`src/rtl/fps_pkg.sv`:
```
package fps_pkg;

  typedef enum logic [2:0] {
    ST_PWRUP = 3'd0,
    ST_IDLE  = 3'd1,
    ST_BUSY  = 3'd2,
    ST_SLEEP = 3'd3,
    ST_WAKE  = 3'd4,
    ST_POFF  = 3'd5
  } fps_state_e;

  typedef struct packed {
    logic zz_n;
    logic ce_force;
    logic ready;
    logic pd_safe;
  } fps_out_t;

  localparam fps_out_t FPS_OUT_RESET = '{zz_n: 1'b1, ce_force: 1'b1, ready: 1'b0, pd_safe: 1'b0};

  // Round a nanosecond interval up to whole clock cycles, never below one.
  function automatic longint unsigned ns2cyc(input longint unsigned ns, input longint unsigned hz);
    longint unsigned c;
    c = (ns * hz + 64'd999_999_999) / 64'd1_000_000_000;
    return (c == 64'd0) ? 64'd1 : c;
  endfunction

endpackage

```
`src/rtl/fps_timer.sv`:
```
module fps_timer #(
  parameter int unsigned CW = 8
) (
  input  logic          clk,
  input  logic          rst,
  input  logic          clr,
  input  logic [CW-1:0] last,
  output logic          done
);
  logic [CW-1:0] cnt;

  assign done = (cnt >= last);

  // Counts cycles spent in the current timed state; saturates once done.
  always_ff @(posedge clk) begin
    if (rst || clr)
      cnt <= '0;
    else if (!done)
      cnt <= cnt + CW'(1);
  end
endmodule

```
`src/rtl/fps_next.sv`:
```
module fps_next
  import fps_pkg::*;
(
  input  fps_state_e st,
  input  logic       pwr_good,
  input  logic       sleep_req,
  input  logic       pd_req,
  input  logic       ctrl_busy,
  input  logic       done,
  output fps_state_e nxt
);
  always_comb begin
    nxt = st;
    if (!pwr_good) begin
      nxt = ST_PWRUP;
    end else begin
      unique case (st)
        ST_PWRUP: if (done) nxt = ST_IDLE;
        ST_IDLE: begin
          // An access started alongside a request wins; the request waits.
          if (ctrl_busy)      nxt = ST_BUSY;
          else if (pd_req)    nxt = ST_POFF;
          else if (sleep_req) nxt = ST_SLEEP;
        end
        ST_BUSY: begin
          if (!ctrl_busy) begin
            if (pd_req)         nxt = ST_POFF;
            else if (sleep_req) nxt = ST_SLEEP;
            else                nxt = ST_IDLE;
          end
        end
        ST_SLEEP: if (done && !sleep_req) nxt = ST_WAKE;
        ST_WAKE:  if (done) nxt = ST_IDLE;
        ST_POFF:  if (!pd_req) nxt = ST_IDLE;
        default:  nxt = ST_PWRUP;
      endcase
    end
  end
endmodule

```
`src/rtl/fps_outreg.sv`:
```
module fps_outreg
  import fps_pkg::*;
(
  input  logic       clk,
  input  logic       rst,
  input  fps_state_e st,
  input  fps_state_e nxt,
  input  logic       done,
  input  logic       sleep_req,
  input  logic       pd_req,
  output fps_out_t   q
);
  fps_out_t d;

  always_comb begin
    d.zz_n     = (nxt != ST_SLEEP);
    d.ce_force = (nxt == ST_PWRUP) || (nxt == ST_SLEEP) ||
                 (nxt == ST_WAKE)  || (nxt == ST_POFF);
    d.ready    = (nxt == ST_IDLE) ||
                 ((nxt == ST_BUSY) && !sleep_req && !pd_req);
    d.pd_safe  = (nxt == ST_POFF) && (st == ST_POFF) && done;
  end

  always_ff @(posedge clk) begin
    if (rst) q <= FPS_OUT_RESET;
    else     q <= d;
  end
endmodule

```
`src/rtl/fram_pwr_seq.sv`:
```
module fram_pwr_seq
  import fps_pkg::*;
#(
  parameter int unsigned CLK_HZ       = 100_000_000,
  parameter int unsigned WAKE_NS      = 450_000,
  parameter int unsigned SLEEP_MIN_NS = 1_000,
  parameter int unsigned OFF_GUARD_NS = 85
) (
  input  logic clk,
  input  logic rst,
  input  logic pwr_good,
  input  logic sleep_req,
  input  logic pd_req,
  input  logic ctrl_busy,
  output logic zz_n,
  output logic ce_force,
  output logic ready,
  output logic pd_safe
);
  localparam int unsigned WAKE_CYC = 32'(ns2cyc(64'(WAKE_NS), 64'(CLK_HZ)));
  localparam int unsigned SLP_CYC  = 32'(ns2cyc(64'(SLEEP_MIN_NS), 64'(CLK_HZ)));
  localparam int unsigned OFF_CYC  = 32'(ns2cyc(64'(OFF_GUARD_NS), 64'(CLK_HZ)));
  localparam int unsigned MAX_A    = (WAKE_CYC > SLP_CYC) ? WAKE_CYC : SLP_CYC;
  localparam int unsigned MAX_CYC  = (MAX_A > OFF_CYC) ? MAX_A : OFF_CYC;
  localparam int unsigned CW       = (MAX_CYC > 1) ? $clog2(MAX_CYC) : 1;

  fps_state_e    st, nxt;
  logic          done, clr;
  logic [CW-1:0] last;
  fps_out_t      oq;

  always_comb begin
    unique case (st)
      ST_PWRUP, ST_WAKE: last = CW'(WAKE_CYC - 1);
      ST_SLEEP:          last = CW'(SLP_CYC - 1);
      ST_POFF:           last = CW'(OFF_CYC - 1);
      default:           last = '0;
    endcase
  end

  assign clr = (nxt != st) || !pwr_good;

  fps_timer #(.CW(CW)) u_timer (
    .clk  (clk),
    .rst  (rst),
    .clr  (clr),
    .last (last),
    .done (done)
  );

  fps_next u_next (
    .st        (st),
    .pwr_good  (pwr_good),
    .sleep_req (sleep_req),
    .pd_req    (pd_req),
    .ctrl_busy (ctrl_busy),
    .done      (done),
    .nxt       (nxt)
  );

  always_ff @(posedge clk) begin
    if (rst) st <= ST_PWRUP;
    else     st <= nxt;
  end

  fps_outreg u_out (
    .clk       (clk),
    .rst       (rst),
    .st        (st),
    .nxt       (nxt),
    .done      (done),
    .sleep_req (sleep_req),
    .pd_req    (pd_req),
    .q         (oq)
  );

  assign zz_n     = oq.zz_n;
  assign ce_force = oq.ce_force;
  assign ready    = oq.ready;
  assign pd_safe  = oq.pd_safe;
endmodule

```
`config.mk`:
```
export PLATFORM = sky130hd
export DESIGN_NAME = fram_pwr_seq
export DESIGN_NICKNAME = d
export VERILOG_FILES = /design/src/rtl/fps_pkg.sv /design/src/rtl/fps_timer.sv /design/src/rtl/fps_next.sv /design/src/rtl/fps_outreg.sv /design/src/rtl/fram_pwr_seq.sv
export SDC_FILE = /design/constraint.sdc
export NUM_CORES = 1
export LEC_CHECK = 0
export BUFFER_PORTS_ARGS = -buffer_cell sky130_fd_sc_hd__buf_4
export CELL_PAD_IN_SITES_DETAIL_PLACEMENT = 0
export CELL_PAD_IN_SITES_GLOBAL_PLACEMENT = 1
export CORE_ASPECT_RATIO = 1.1
export CORE_MARGIN = 1.5
export CORE_UTILIZATION = 43
export CTS_BUF_LIST = sky130_fd_sc_hd__clkbuf_2 sky130_fd_sc_hd__clkbuf_4 sky130_fd_sc_hd__clkbuf_8
export DETAILED_ROUTE_END_ITERATION = 8
export PLACE_DENSITY = 0.73
export SYNTH_ARGS = -nofsm -noshare
export SYNTH_HDL_FRONTEND = slang
export SYNTH_SLANG_ARGS = --single-unit
```
`constraint.sdc`:
```
create_clock -name clk -period 4.2 [get_ports clk]
set_clock_uncertainty 0.15 [all_clocks]
set_input_delay 0.21 -clock clk [delete_from_list [all_inputs] [get_ports clk]]
set_output_delay 0.21 -clock clk [all_outputs]
set_load 0.05 [all_outputs]
```
==> metrics.yaml <==
status: "completed"
cp.arrival_ns: 3.82
clockRootBuffer: "clkbuf_4"
crit_slowest_cell: "dfxtp_1"
synthFlopType: "dfxtp_1"
worstPathCellList: "nor2_1, nor2_1, inv_1, ha_1, nand2b_4, a2111oi_4, o41ai_4, a21oi_2, mux2_4, or4_4, a221oi_2"
syn_nets: 192
core_area_sq_mm: 0.00333
ys_async_sr_fraction: 0
postSynthCellCount: 172
synth.distinct_cells: 49
yosys.area.top_type_share: 0.307
power.clock.fraction: 0.314
hp-class: "in -> reg"
setup_violations: 0
die_x_microns: 59.3
drt-pass1-iter-count: 4
required_ns: 4.29
worstSetupPathType: "reg -> reg"
fin_crit_ns: 3.73
synth_area_leaders: "dfxtp_1 (31%), ha_1 (12%), nor2_1 (6.3%)"
fin_crit_sh: 0.888
swShare: 0.245
top_level_ports: 10
grt_setup_unrepaired: "no"
grt-ovfl-total: 0
cts-root-to-sink-buffers: 2
slowest_delay_ns: 0.57
antenna_found_initial: 0
start_util: 0.450
max_freq_mhz: 268
path_common_cell: "nor2_1"
slew_violations: 0
path_buf_inv: 1
grt_pass1_vias: 1259
cp-start-kind: "register"
cts_buffers: 3
post_cts_buffers: 0
path_max_fanout: 12
worstSkewPairLatency_ns: 0.33
wl_mm: 3.22
routabilityCongestion: 0.822
hold_viol: 0
tns_ns: 0
diodes: 0
power.switching_uw: 85.8
grt_max_degree: 17
p_seq_frac: 0.628
ys_ff_latch: 23
wire_per_inst_microns: 13.9
drc: 0
ys_seq_area_frac: 0.307
worst_slew_pin_slew_ns: 0.581
synth_enable_flop_cells: 0
cp_top_family: "compound AO/OA/AOI/OAI gates"
p_int_uw: 265
synth_top_cell_by_area: "dfxtp_1"
hpwlAfterDp_mm: 2.47
vias_per_cell: 5.40
syn_avg_cell_area_sq_um: 8.72
drv_cap: 0
die-area_sq_mm: 0.00385
rows: 22
ctsResizeCount: 0
ant_nets: 0
combPwrFrac: 0.059
drive_gt1_frac: 0.141
cts_tree: "done"
clock_sinks: 23
die_y_microns: 65.0
ys_warn_count: 0
htreeDepth: 1
drt_iter0_drc: 39
cts.reportedPaths.clkPinSlew_ns: 0.15
p_leak_nw: 0.723
ir_worst_vdd_uv: 168
numPortBuffers: 9
dr_total_vias: 1252
holdBufCountCts: 1
fin_nets: 205
grtUsageTotal: 0.193
p_total_uw: 351
power_density_mw_per_mm2: 211
netlist_area_sq_mm: 0.00150
area_growth_pct: 10.6
maxSlewHeadroom: 0.612
endpoint_kind: "register"
grt_pass1_wl_mm: 5.77
-- worst min-delay path: cells and delay by family --
| kind | cells | cell delay (ns) |
|---|---|---|
| buffers and inverters | 1 | 0.11 |
| AND/OR/NAND/NOR | 1 | 0.12 |
| AO/OA/AOI/OAI | 1 | 0.05 |
-- flip-flops by register name (all words and copies together) (netlist names) --
| name | flops |
|---|---|
| u_timer.cnt | 16 |
| st | 3 |
| u_out.q | 4 |
-- cell usage after synthesis, drive strengths merged (2+ instances only) --
cell	count
and2	2
inv	9
xor2	8
xnor2	2
and4	2
nand2b	4
dfxtp	23
a221oi	2
a211oi	2
or3	4
a21boi	2
a21o	4
buf	2
a2111oi	2
ha	14
a21oi	12
or4	2
nand2	10
mux2	2
o21ai	8
and3	2
nand3	10
nor3b	2
nor2	25
a32o	2
-- logic make-up after synthesis --
logic type / synth area share
buffers and inverters: 0.0317
adders and majority gates: 0.117
xor gates and xnor gates: 0.0584
and+or+nand+nor: 0.231
DFF: 0.307
AOI/OAI and AO/OA: 0.231
muxes: 0.0242
-- final timing paths --
| check | startpoint | endpoint | slack [ns] | cells after the start |
|---|---|---|---|---|
| setup / recovery | st[2]$_SDFF_PP0_ | u_out.q[1]$_SDFF_PP0_ | 0.47 | 11 |
| hold / removal | pd_req | u_out.q[1]$_SDFF_PP0_ | 0.05 | 3 |
| setup reg to reg | st[2]$_SDFF_PP0_ | u_out.q[1]$_SDFF_PP0_ | 0.47 | 11 |
| hold reg to reg | u_timer.cnt[15]$_SDFFE_PP0N_ | u_timer.cnt[15]$_SDFFE_PP0N_ | 0.37 | 2 |
-- per-stage QoR --
| step | instances | util | area [sq um] | worst slack, ns | hold slack, ns |
|---|---|---|---|---|---|
| after floorplan | 172 | - | 1500 | 0.764 | 0.148 |
| after global placement | 227 | 0.487 | 1620 | 0.565 | 0.292 |
| after detailed placement | 227 | 0.487 | 1620 | 0.527 | 0.299 |
| after CTS | 232 | 0.498 | 1660 | 0.478 | 0.0415 |
| after global routing | 232 | 0.498 | 1660 | 0.288 | 0.0269 |
| final | 232 | 0.498 | 1660 | 0.472 | 0.0541 |
-- cell usage in the layout, fill, tap and decap left out, types with 2 or more instances in the layout --
cell and count:
a32o_1 2, ha_1 14, or3_1 4, clkbuf_4 3, xor2_1 8, nand3_1 10
nor2_1 25, and2_1 2, buf_4 10, a21o_1 4, a21oi_1 10, dfxtp_1 23
a21boi_0 2, nor3b_1 2, o21ai_0 7, inv_1 9, and4_1 2, and3_1 2
nand2b_1 3, a21oi_2 2, xnor2_1 2, nand2_1 9
-- cell type report --
type | count | area (sq um)
fill | 338 | 1670
multi-input combinational | 137 | 992
sequential | 23 | 460
timing repair buffer | 11 | 85.1
tap | 48 | 60.1
inverter | 9 | 33.8
clock buffer | 3 | 22.5
clock inverter | 1 | 5.00
-- metal layers --
layer / global-route usage / part of all wire / up-vias
met2: 0.316 / 0.47 / 11
li1: - / - / 646
met3: 0.0499 / 0.025 / 2
met5: 0 / 0 / -
met1: 0.256 / 0.50 / 593
met4: 0.0284 / 0.0044 / 0
-- power by group through the flow --
stage	logic [mW]	registers, mW	clock network [mW]
floorplan	0.0113	0.225	0
global placement	0.0197	0.225	0
detailed placement	0.0199	0.225	0
CTS	0.0208	0.220	0.115
global route	0.0227	0.220	0.125
finish	0.0205	0.220	0.110
No activity file was read; power rests on OpenSTA's default activity.
